--- src/rtl/dma_seq_pkg.sv ---
package dma_seq_pkg;

    typedef enum logic [1:0] {
        KIND_DEMAND  = 2'b00,
        KIND_SINGLE  = 2'b01,
        KIND_BLOCK   = 2'b10,
        KIND_CASCADE = 2'b11
    } xfer_kind_e;

    typedef enum logic [1:0] {
        DIR_VERIFY  = 2'b00,
        DIR_TO_MEM  = 2'b01,
        DIR_TO_DEV  = 2'b10,
        DIR_MEM_MEM = 2'b11
    } xfer_dir_e;

    typedef struct packed {
        xfer_kind_e kind;
        xfer_dir_e  dir;
        logic       word;
    } chan_mode_t;

    localparam int MODE_W = $bits(chan_mode_t);

    typedef struct packed {
        logic ack;
        logic set_tc;
        logic clr_req;
        logic clr_sreq;
    } chan_outcome_t;

endpackage

--- src/rtl/dma_seq_addr_step.sv ---
module dma_seq_addr_step #(
    parameter int AW        = 32,
    parameter int WRAP_BITS = 24
) (
    input  logic [AW-1:0] addr_in,
    input  logic          word,
    input  logic          wrap_en,
    output logic [AW-1:0] addr_out
);
    logic [AW-1:0]        inc;
    logic [AW-1:0]        full_sum;
    logic [WRAP_BITS-1:0] low_sum;

    assign inc      = word ? AW'(2) : AW'(1);
    assign full_sum = addr_in + inc;
    assign low_sum  = addr_in[WRAP_BITS-1:0] + inc[WRAP_BITS-1:0];
    assign addr_out = wrap_en ? {addr_in[AW-1:WRAP_BITS], low_sum} : full_sum;
endmodule

--- src/rtl/dma_seq_outcome.sv ---
module dma_seq_outcome
    import dma_seq_pkg::*;
#(
    parameter int CNT_W = 16
) (
    input  chan_mode_t     mode,
    input  logic [CNT_W-1:0] count,
    input  logic           eop,
    input  logic           req_hw,
    output logic [CNT_W-1:0] next_count,
    output chan_outcome_t  res
);
    always_comb begin
        next_count = count - 1'b1;
        res        = '0;
        if (count == '0) begin
            res.ack      = 1'b1;
            res.set_tc   = 1'b1;
            res.clr_req  = 1'b1;
            res.clr_sreq = 1'b1;
        end else if (eop && mode.kind != KIND_SINGLE) begin
            res.ack      = 1'b1;
            res.clr_req  = 1'b1;
            res.clr_sreq = 1'b1;
        end else begin
            case (mode.kind)
                KIND_DEMAND: begin
                    if (req_hw) begin
                        res.ack = 1'b1;
                    end else begin
                        res.clr_sreq = 1'b1;
                    end
                end
                KIND_SINGLE: begin
                    res.ack      = 1'b1;
                    res.clr_req  = 1'b1;
                    res.clr_sreq = 1'b1;
                end
                default: res.ack = 1'b1;
            endcase
        end
    end
endmodule

--- src/rtl/dma_seq_scan.sv ---
module dma_seq_scan #(
    parameter int NCH = 4,
    localparam int CW = (NCH > 1) ? $clog2(NCH) : 1
) (
    input  logic [NCH-1:0] elig,
    input  logic [CW-1:0]  start,
    input  logic           hold,
    output logic [NCH-1:0] serve
);
    always_comb begin
        logic found;
        serve = '0;
        found = 1'b0;
        for (int k = 0; k < NCH; k++) begin
            int          pos;
            logic [CW-1:0] idx;
            pos = int'(start) + k;
            if (pos >= NCH) pos = pos - NCH;
            idx = CW'(pos);
            if (elig[idx] && (hold || !found)) begin
                serve[idx] = 1'b1;
                found      = 1'b1;
            end
        end
    end
endmodule

--- src/rtl/dma_xfer_sequencer.sv ---
module dma_xfer_sequencer
    import dma_seq_pkg::*;
#(
    parameter int NCH        = 4,
    parameter int AW         = 32,
    parameter int WRAP_BITS  = 24,
    parameter int CNT_W      = 16,
    parameter int COST_W     = 8,
    parameter int TICK_DEC   = 3,
    parameter int SETUP_COST = 2,
    parameter int FAST_COST  = 5,
    parameter int SLOW_COST  = 7,
    localparam int CW = (NCH > 1) ? $clog2(NCH) : 1
) (
    input  logic                clk,
    input  logic                rst_n,
    input  logic                tick,
    input  logic                cmd_disable,
    input  logic                cmd_fast,
    input  logic                cmd_rotate,
    input  logic                cmd_hold,
    input  logic                wrap_en,
    input  logic [NCH-1:0]      mask,
    input  logic [NCH*MODE_W-1:0] mode,
    input  logic [NCH-1:0]      drq,
    input  logic [NCH-1:0]      sreq_set,
    input  logic [NCH-1:0]      eop,
    input  logic                ld_valid,
    input  logic [CW-1:0]       ld_ch,
    input  logic [AW-1:0]       ld_addr,
    input  logic [CNT_W-1:0]    ld_count,
    output logic [NCH-1:0]      xfer_valid,
    output logic [NCH*AW-1:0]   xfer_addr,
    output logic [NCH*2-1:0]    xfer_dir,
    output logic [NCH-1:0]      xfer_word,
    output logic [NCH-1:0]      ack,
    output logic [NCH-1:0]      tc,
    output logic [COST_W-1:0]   cost
);
    typedef struct packed {
        logic [NCH-1:0][AW-1:0]    addr;
        logic [NCH-1:0][CNT_W-1:0] cnt;
        logic [NCH-1:0]            req;
        logic [NCH-1:0]            sreq;
        logic [NCH-1:0]            drq_prev;
        logic [NCH-1:0]            tc;
        logic                      running;
        logic [CW-1:0]             start;
        logic [COST_W-1:0]         cost;
        logic [NCH-1:0]            xv;
        logic [NCH-1:0][AW-1:0]    xa;
        logic [NCH-1:0][1:0]       xdir;
        logic [NCH-1:0]            xword;
        logic [NCH-1:0]            ack;
    } state_t;

    state_t s_q, s_d;

    chan_mode_t        mode_s   [NCH];
    logic [AW-1:0]     step_addr[NCH];
    logic [CNT_W-1:0]  next_cnt [NCH];
    chan_outcome_t     outc     [NCH];
    logic [NCH-1:0]    elig;
    logic [NCH-1:0]    serve;
    logic [NCH-1:0]    ld_hit;
    logic              active;
    logic              work;
    logic [COST_W-1:0] per_cost;
    logic [COST_W-1:0] n_serve;
    logic [COST_W-1:0] cost_new;

    assign active = !cmd_disable && !(&mask);
    assign work   = tick && active && (s_q.cost == '0);

    for (genvar i = 0; i < NCH; i++) begin : g_chan
        assign mode_s[i] = chan_mode_t'(mode[i*MODE_W +: MODE_W]);
        assign ld_hit[i] = ld_valid && (ld_ch == CW'(i));
        assign elig[i]   = (s_q.req[i] || s_q.sreq[i]) && !mask[i]
                           && (mode_s[i].kind != KIND_CASCADE)
                           && (mode_s[i].dir != DIR_MEM_MEM);

        dma_seq_addr_step #(.AW(AW), .WRAP_BITS(WRAP_BITS)) u_step (
            .addr_in (s_q.addr[i]),
            .word    (mode_s[i].word),
            .wrap_en (wrap_en),
            .addr_out(step_addr[i])
        );

        dma_seq_outcome #(.CNT_W(CNT_W)) u_outc (
            .mode      (mode_s[i]),
            .count     (s_q.cnt[i]),
            .eop       (eop[i]),
            .req_hw    (s_q.req[i]),
            .next_count(next_cnt[i]),
            .res       (outc[i])
        );

        // terminal-count flag stays until the channel is reloaded
        assert_tc_held_R8: assert property (@(posedge clk) disable iff (!rst_n)
            (s_q.tc[i] && !ld_hit[i]) |=> s_q.tc[i]);

        // single kind drops both requests after a transfer
        assert_single_drops_R11: assert property (@(posedge clk) disable iff (!rst_n)
            (work && serve[i] && mode_s[i].kind == KIND_SINGLE && !sreq_set[i]
             && !(drq[i] && !s_q.drq_prev[i]))
            |=> (!s_q.req[i] && !s_q.sreq[i]));

        // with wrap enabled the top address bits never move on a transfer
        assert_wrap_top_R7: assert property (@(posedge clk) disable iff (!rst_n)
            (work && serve[i] && wrap_en && !ld_hit[i])
            |=> (s_q.addr[i][AW-1:WRAP_BITS] == $past(s_q.addr[i][AW-1:WRAP_BITS])));
    end

    dma_seq_scan #(.NCH(NCH)) u_scan (
        .elig (elig),
        .start(s_q.start),
        .hold (cmd_hold),
        .serve(serve)
    );

    assign per_cost = cmd_fast ? COST_W'(FAST_COST) : COST_W'(SLOW_COST);
    assign n_serve  = COST_W'($countones(serve));
    assign cost_new = (n_serve * per_cost)
                    + (((n_serve != '0) && !s_q.running) ? COST_W'(SETUP_COST) : '0);

    always_comb begin
        s_d     = s_q;
        s_d.xv  = '0;
        s_d.ack = '0;

        if (!active) begin
            s_d.cost    = '0;
            s_d.running = 1'b0;
            s_d.start   = '0;
        end else if (tick) begin
            if (s_q.cost != '0) begin
                s_d.cost = (s_q.cost > COST_W'(TICK_DEC)) ? s_q.cost - COST_W'(TICK_DEC) : '0;
            end else begin
                for (int i = 0; i < NCH; i++) begin
                    if (serve[i]) begin
                        s_d.addr[i]  = step_addr[i];
                        s_d.cnt[i]   = next_cnt[i];
                        s_d.xv[i]    = 1'b1;
                        s_d.xa[i]    = s_q.addr[i];
                        s_d.xdir[i]  = mode_s[i].dir;
                        s_d.xword[i] = mode_s[i].word;
                        s_d.ack[i]   = outc[i].ack;
                        if (outc[i].set_tc)   s_d.tc[i]   = 1'b1;
                        if (outc[i].clr_req)  s_d.req[i]  = 1'b0;
                        if (outc[i].clr_sreq) s_d.sreq[i] = 1'b0;
                    end
                end
                s_d.cost = cost_new;
                if (n_serve != '0) s_d.running = 1'b1;
                if (cmd_rotate) begin
                    s_d.start = (s_q.start == CW'(NCH-1)) ? '0 : s_q.start + 1'b1;
                end else begin
                    s_d.start = '0;
                end
            end
        end

        for (int i = 0; i < NCH; i++) begin
            if (drq[i] && !s_q.drq_prev[i]) begin
                s_d.req[i] = 1'b1;
            end else if (!drq[i] && s_q.drq_prev[i]) begin
                s_d.req[i] = 1'b0;
            end
            if (sreq_set[i]) s_d.sreq[i] = 1'b1;
            if (ld_hit[i]) begin
                s_d.addr[i] = ld_addr;
                s_d.cnt[i]  = ld_count;
                s_d.tc[i]   = 1'b0;
            end
        end
        s_d.drq_prev = drq;
    end

    always_ff @(posedge clk) begin
        if (!rst_n) begin
            s_q <= '0;
        end else begin
            s_q <= s_d;
        end
    end

    assign xfer_valid = s_q.xv;
    assign xfer_addr  = s_q.xa;
    assign xfer_dir   = s_q.xdir;
    assign xfer_word  = s_q.xword;
    assign ack        = s_q.ack;
    assign tc         = s_q.tc;
    assign cost       = s_q.cost;

    // an inactive engine neither transfers nor keeps a cost
    assert_idle_quiet_R1: assert property (@(posedge clk) disable iff (!rst_n)
        (!active) |=> (s_q.xv == '0 && s_q.cost == '0));

    // a tick that finds cost pending performs no transfer
    assert_drain_no_xfer_R6: assert property (@(posedge clk) disable iff (!rst_n)
        (tick && s_q.cost != '0) |=> (s_q.xv == '0));

    // without hold at most one channel is picked, and only eligible ones
    assert_single_pick_R4: assert property (@(posedge clk) disable iff (!rst_n)
        ((serve & ~elig) == '0) && (cmd_hold || $onehot0(serve)));

    // an acknowledge never appears without its transfer strobe
    assert_ack_with_xfer_R12: assert property (@(posedge clk) disable iff (!rst_n)
        ((s_q.ack & ~s_q.xv) == '0));
endmodule

--- config.mk ---
export PLATFORM = sky130hd
export DESIGN_NAME = dma_xfer_sequencer
export DESIGN_NICKNAME = d
export VERILOG_FILES = /design/src/rtl/dma_seq_pkg.sv /design/src/rtl/dma_seq_addr_step.sv /design/src/rtl/dma_seq_outcome.sv /design/src/rtl/dma_seq_scan.sv /design/src/rtl/dma_xfer_sequencer.sv
export SDC_FILE = /design/constraint.sdc
export NUM_CORES = 1
export LEC_CHECK = 0
export ABC_AREA = 1
export BUFFER_PORTS_ARGS = -buffer_cell sky130_fd_sc_hd__buf_2
export CAP_MARGIN = 20
export CORE_MARGIN = 3
export CORE_UTILIZATION = 60
export DETAILED_ROUTE_END_ITERATION = 16
export GPL_ROUTABILITY_DRIVEN = 0
export GPL_TIMING_DRIVEN = 0
export PLACE_DENSITY = 0.82
export SYNTH_ARGS = -nofsm -noshare
export SYNTH_HDL_FRONTEND = slang
export SYNTH_SLANG_ARGS = --single-unit
--- constraint.sdc ---
create_clock -name clk -period 6 [get_ports clk]
set_clock_uncertainty 0.05 [all_clocks]
set_input_delay 0.6 -clock clk [delete_from_list [all_inputs] [get_ports clk]]
set_output_delay 0.6 -clock clk [all_outputs]
set_load 0.005 [all_outputs]
==> flow_summary.toml, run 1 <==
[run_status]
status = "finished, final reports clean"

[clock_network]
cts.sinks = 367
cts_tree = "done"
numCtsBuffers = 41
ctsRootBufferMaster = "clkbuf_16"
cts_resized = 0
cts_hold_buf = 0
cts.clk_slew.worst_paths_ps = 60
clock_latency_ps = 550
htree_levels = 2
cts.path.max_buffers = 3
cts_setup_buffers = 0

[yosys]
synth_top_area_share = 0.3401
synth_area_leaders = "dfxtp_1, o21ai_0, nor2_1"
syn_area_um2 = 21600
synthFlopType = "dfxtp_1"
synthArstFlopShare = 0
synthesis.nets = 3374
syn_area_per_cell_um2 = 6.673
yosysSeqAreaShare = 0.3401
syn_inst = 3237
yosysTopAreaCell = "dfxtp_1"
synth_edf_count = 0
synth_cell_types = 55
synth-seq-cells = 367
synth_common_cells = "nor2_1, nand2_1, o21ai_0"
yosys.cell_count.top_type = "nor2_1"
yosys_warnings = 0

[grt]
grt_pass1_wl_mm = 118.4
grt_usage = 0.3869
grt_max_degree = 14
antenna_found_initial = 7
overflow = 0
first_global_vias = 21750

[placement]
portBuffers = 253
dpl.hpwl_mm = 59.11
place_ws_ps = 1126

[drt]
finalWirelength_mm = 78.65
drtPass1Iterations = 9
ant_nets = 0
first_iter_violations = 3186
drc_errors = 0
via_per_inst = 5.939
wl_per_cell_um = 19.56
vias = 23880

[critical_path]
crit_arrival_ps = 5390
setup.worst_path.end_class = "register"
cp-start-kind = "register"
cp.required_ps = 6430
path_max_fanout = 9
path_class = "reg -> reg"

[cells_and_area]
regArea_um2 = 7347
multi_input_area_um2 = 11110
nNetsFinal = 3670
drive_gt1_frac = 0.1765
area_delta_synth_final_pct = 14.45
nFillCells = 2983
final_util = 0.7053

[pwr]
p_sw_w = 0.002164
switching_share = 0.3227
p_per_area_nw_per_um2 = 271.2
p_comb_frac = 0.221
pwr-share-clk = 0.364
ir_worst_vdd_mv = 0.2023
sequentialPowerShare = 0.414
p_total_w = 0.006704
p_leak_nw = 11.83
power.internal_w = 0.004540

[die]
rows = 68
ios = 255
initial_core_util = 0.6163
die_y_um = 195.7
die-width_um = 195.7
core_um2 = 35050
dieArea_um2 = 38320

[timing]
slew_violations = 0
setup_viol = 0
period_share = 0.8279
hold_viol_final = 0
layout_min_cycle_time_ps = 4967
fmax_mhz = 201.3
slew_headroom = 0.2194
worst_slew_pin_slew_ps = 1171
setup_ws_ps = 1033
rsz0062_at_grt = "false"
setup_tns_ps = 0

[hold_path]
worstHoldPathType = "in -> reg"

[job]
maxCapViolCount = 0
## power by group through the flow
| stage | sequential (W) | combinational, W | clock, W |
|---|---|---|---|
| CTS | 0.00277 | 0.00143 | 0.00243 |
| global placement | 0.00281 | 0.00137 | 0 |
| finish | 0.00278 | 0.00148 | 0.00244 |
| global route | 0.00279 | 0.00162 | 0.00252 |
| detailed placement | 0.00282 | 0.00142 | 0 |
| floorplan | 0.00277 | 0.00100 | 0 |
## critical path: stages, from the launching register on
cell and delay, ps:
dfxtp_1 530, inv_2 150, ha_1 390, inv_1 120
nand3_1 90, nand2_1 90, nand2_2 70, nand2_4 100
nand3_1 110, nand3_2 140, inv_1 70, fa_1 530
inv_1 40, ha_1 190, ha_1 340, inv_1 80
nor2_1 130, fa_1 440, ha_1 350, nand2_1 80
nand2_1 50, a21oi_1 160, xor2_1 190, nand3_1 90
a21oi_1 140, a21oi_1 60, nor2_1 110
## layout by cell type, fill, tap and decap left out, drive strengths merged, types with 4 or more instances in the layout
master,synthesis,routed
fa,7,7
a21oi,211,211
ha,35,35
nor3,101,101
xor2,67,67
nand3,164,164
dfxtp,367,367
diode,0,7
xnor2,17,17
nand2,524,524
o21ai,420,420
buf,206,459
clkinv,0,5
clkbuf,79,140
nor4,23,23
nand4,42,42
o21bai,4,4
a31oi,12,12
nand3b,9,9
inv,345,347
nor2,545,545
or2,26,26
o22ai,9,9
## state kept, by name, indices dropped and copies added, names as in the netlist
signal / cells
ack: 4
xfer_addr: 128
tc: 4
xfer_valid: 4
xfer_dir: 8
s_q: 207
cost: 8
xfer_word: 4
## per-stage QoR
stage | instances | cell area, um^2 | hold slack [ps]
final | 4021 | 24720 | 228.4
after global routing | 4014 | 24700 | 223.5
after CTS | 4014 | 24700 | 218.5
after detailed placement | 3945 | 23440 | 400.8
after global placement | 3945 | 23440 | 393.8
after floorplan | 3237 | 21600 | 376.8
## cell type report
type,count,share of cell area
clock inverter,8,0.002176
inverter,345,0.05279
sequential,367,0.2972
antenna,7,0.0007085
buffer,285,0.07430
multi-input combinational,2240,0.4495
tap,455,0.02303
clock buffer,61,0.04909
timing repair buffer,253,0.05122
## worst paths after layout
| path | start | to | slack, ps | depth (start not counted) |
|---|---|---|---|---|
| max reg2reg | s_q[156]$_SDFFE_PN0P_ | cost[4]$_SDFFE_PN0P_ | 1030 | 26 |
| min reg2reg | tc[3]$_SDFFE_PP0P_ | tc[3]$_SDFFE_PP0P_ | 410 | 2 |
| max | s_q[156]$_SDFFE_PN0P_ | cost[4]$_SDFFE_PN0P_ | 1030 | 26 |
| min | drq[2] | s_q[165]$_SDFF_PN0_ | 230 | 3 |
## kinds of logic (layout without fill, tap and decap cells)
| logic type | after synthesis | count (layout) | share of synthesized area |
|---|---|---|---|
| buffers and inverters | 630 | 952 | 0.1454 |
| other | 0 | 7 | 0 |
| XOR/XNOR | 84 | 84 | 0.03406 |
| flip-flops | 367 | 367 | 0.3401 |
| adder cells (fa/ha/maj) | 42 | 42 | 0.02676 |
| AND/OR/NAND/NOR | 1441 | 1441 | 0.2930 |
| AO/OA/AOI/OAI | 672 | 672 | 0.1601 |
| multiplexers | 1 | 1 | 0.0005212 |
## layer usage
layer | share of wire | wire length, um | track usage | up-vias
met5 | 0.0010 | 79 | 0 | -
met4 | 0.072 | 5659 | 0.2361 | 12
met3 | 0.14 | 11270 | 0.1180 | 404
met2 | 0.42 | 32770 | 0.5812 | 1720
met1 | 0.37 | 28860 | 0.4880 | 10790
li1 | - | - | - | 10960
(Power assumes the default switching activity.)
==> run 2, diff against run 1 <==
CORE_UTILIZATION = 54   (was 60)
PLACE_DENSITY = 0.78   (was 0.82)
clock period = 4.5 ns   (was 6 ns; I/O delays follow)
==> run 2 against run 1 <==
  * Cell count up 1.8%
  * Critical path depth unchanged
  * Setup slack worse by 830 ps
  * Combinational power increased by 35%
  * Die area grew 11%
  * Total power increased by 37%
  * Clock power is 43% higher
  * Sequential cell count is the same
  * Routed wire length decreased by 2.1%
  * Sequential share of layout area is 0.37 points lower
  * Critical endpoint unchanged
  * Largest power group unchanged
==> flow_summary.toml, run 2 (synthesis results as in run 1) <==
[run_status]
status = "finished, final reports clean"

[clock_network]
numCtsBuffers = 41
htree_levels = 2
cts_hold_buf = 0
clock_latency_ps = 570
cts_tree = "done"
cts.sinks = 367
cts.clk_slew.worst_paths_ps = 60
cts.path.max_buffers = 3
ctsRootBufferMaster = "clkbuf_16"

[hold_path]
worstHoldPathType = "in -> reg"
hold_start = "drq[3]"

[timing]
slew_headroom = 0.2183
setup_tns_ps = 0
fmax_mhz = 232.9
layout_min_cycle_time_ps = 4294
period_share = 0.9542
slew_violations = 0
worst_slew_pin_slew_ps = 1173
hold_viol_final = 0
setup_viol = 0

[die]
die_y_um = 206.0
ios = 255
die-width_um = 206.0
rows = 72
dieArea_um2 = 42440
core_um2 = 39100
initial_core_util = 0.5525

[cells_and_area]
area_delta_synth_final_pct = 16.06
nFillCells = 3665
regMostFlops = "s_q"
nNetsFinal = 3675
final_cell_mix = "nor2_1, nand2_1, o21ai_0"
final_util = 0.6413
largest_reg_flops = 207
final_cells = 4093
postLayoutCellArea_um2 = 25070
drive_gt1_frac = 0.1842
final_common_cell = "nor2_1"

[pwr]
power.internal_w = 0.006331
p_comb_frac = 0.218
p_sw_w = 0.002862
switching_share = 0.3113
p_total_w = 0.009193
p_per_area_nw_per_um2 = 366.7
sequentialPowerShare = 0.402
p_leak_nw = 11.91
ir_worst_vdd_mv = 0.2630
pwr-share-clk = 0.380

[drt]
finalWirelength_mm = 76.96
first_iter_violations = 2802
ant_nets = 0
wl_per_cell_um = 18.80
drc_errors = 0
via_per_inst = 5.575
vias = 22820
drtPass1Iterations = 6

[critical_path]
startpoint = "s_q[156]$_SDFFE_PN0P_"
r2r-start = "s_q[156]$_SDFFE_PN0P_"
cp.required_ps = 4950
path_max_fanout = 8
path_class = "reg -> reg"
cp-start-kind = "register"
crit_arrival_ps = 4740
setup.worst_path.end_class = "register"

[grt]
first_global_vias = 20300
antenna_found_initial = 17
grt_max_degree = 14
overflow = 0
grt_pass1_wl_mm = 114.1
grt_usage = 0.3479

[job]
maxCapViolCount = 0

[placement]
portBuffers = 253
dpl.hpwl_mm = 58.09
place_inst = 4008
place_area_um2 = 23520
==> run 2: metrics by stage <==
step                      worst slack (ps)  hold WS (ps)
after floorplan                      149.2         376.8
after global placement              -336.2         398.0
after detailed placement            -405.9         403.6
after CTS                            46.46         45.23
after global routing                -47.72         74.33
final                                206.1         63.96
==> run 2: worst paths after layout <==
path                      endpoint  slack [ps]  cells after the start
max           cost[4]$_SDFFE_PN0P_         210                     26
min            s_q[166]$_SDFF_PN0_          60                      3
max reg2reg   cost[4]$_SDFFE_PN0P_         210                     26
min reg2reg  s_q[223]$_SDFFE_PN0P_         420                      2
==> run 2: timing repair <==
item | 4_1_cts | 5_1_grt
pin swaps | 2 | 8
setup endpoints to repair | 3 | 2
setup buffers | 1 | 4
gates resized for setup | 7 | 24
==> run 2: power groups by stage <==
stage	clock network, W	registers [W]	logic [W]
2_1_floorplan	0	0.00369	0.00134
3_3_place_gp	0	0.00375	0.00185
3_5_place_dp	0	0.00375	0.00188
4_1_cts	0.00351	0.00369	0.00192
5_1_grt	0.00364	0.00372	0.00220
6_report	0.00350	0.00370	0.00200
==> run 2: cell type report <==
| type | count | area, um^2 | area share |
|---|---|---|---|
| multi-input cells | 2240 | 11210 | 0.4472 |
| well taps | 518 | 648.1 | 0.02585 |
| plain buffers | 285 | 1837 | 0.07326 |
| flip-flops and latches | 367 | 7357 | 0.2934 |
| diodes | 9 | 22.52 | 0.0008983 |
| clock buffers | 62 | 1227 | 0.04896 |
| repair buffers | 258 | 1304 | 0.05200 |
| inverters | 345 | 1315 | 0.05245 |
| clock inverters | 9 | 148.9 | 0.005939 |
==> run 2: per-layer routing <==
layer | global-route usage | share of wire | vias up
met5 | 0 | 0.0012 | -
met4 | 0.2177 | 0.069 | 16
met3 | 0.08773 | 0.13 | 285
met2 | 0.5176 | 0.42 | 1313
met1 | 0.4513 | 0.39 | 10220
li1 | - | - | 10990
==> run 2: critical path, cell delays in order, from the launching register on <==
cell,delay (ps)
dfxtp_4,370
inv_6,50
ha_4,260
inv_2,60
nand3_1,80
nand2_1,80
nand2_2,80
nand2_4,120
nand3_2,90
nand3_2,110
inv_1,80
fa_1,530
inv_1,40
ha_2,180
ha_4,280
inv_1,70
nor2_2,140
fa_1,470
ha_4,250
nand2_1,60
nand2_1,60
a21oi_2,120
xor2_1,210
nand3_1,120
a21oi_2,130
a21oi_1,50
nor2_1,100
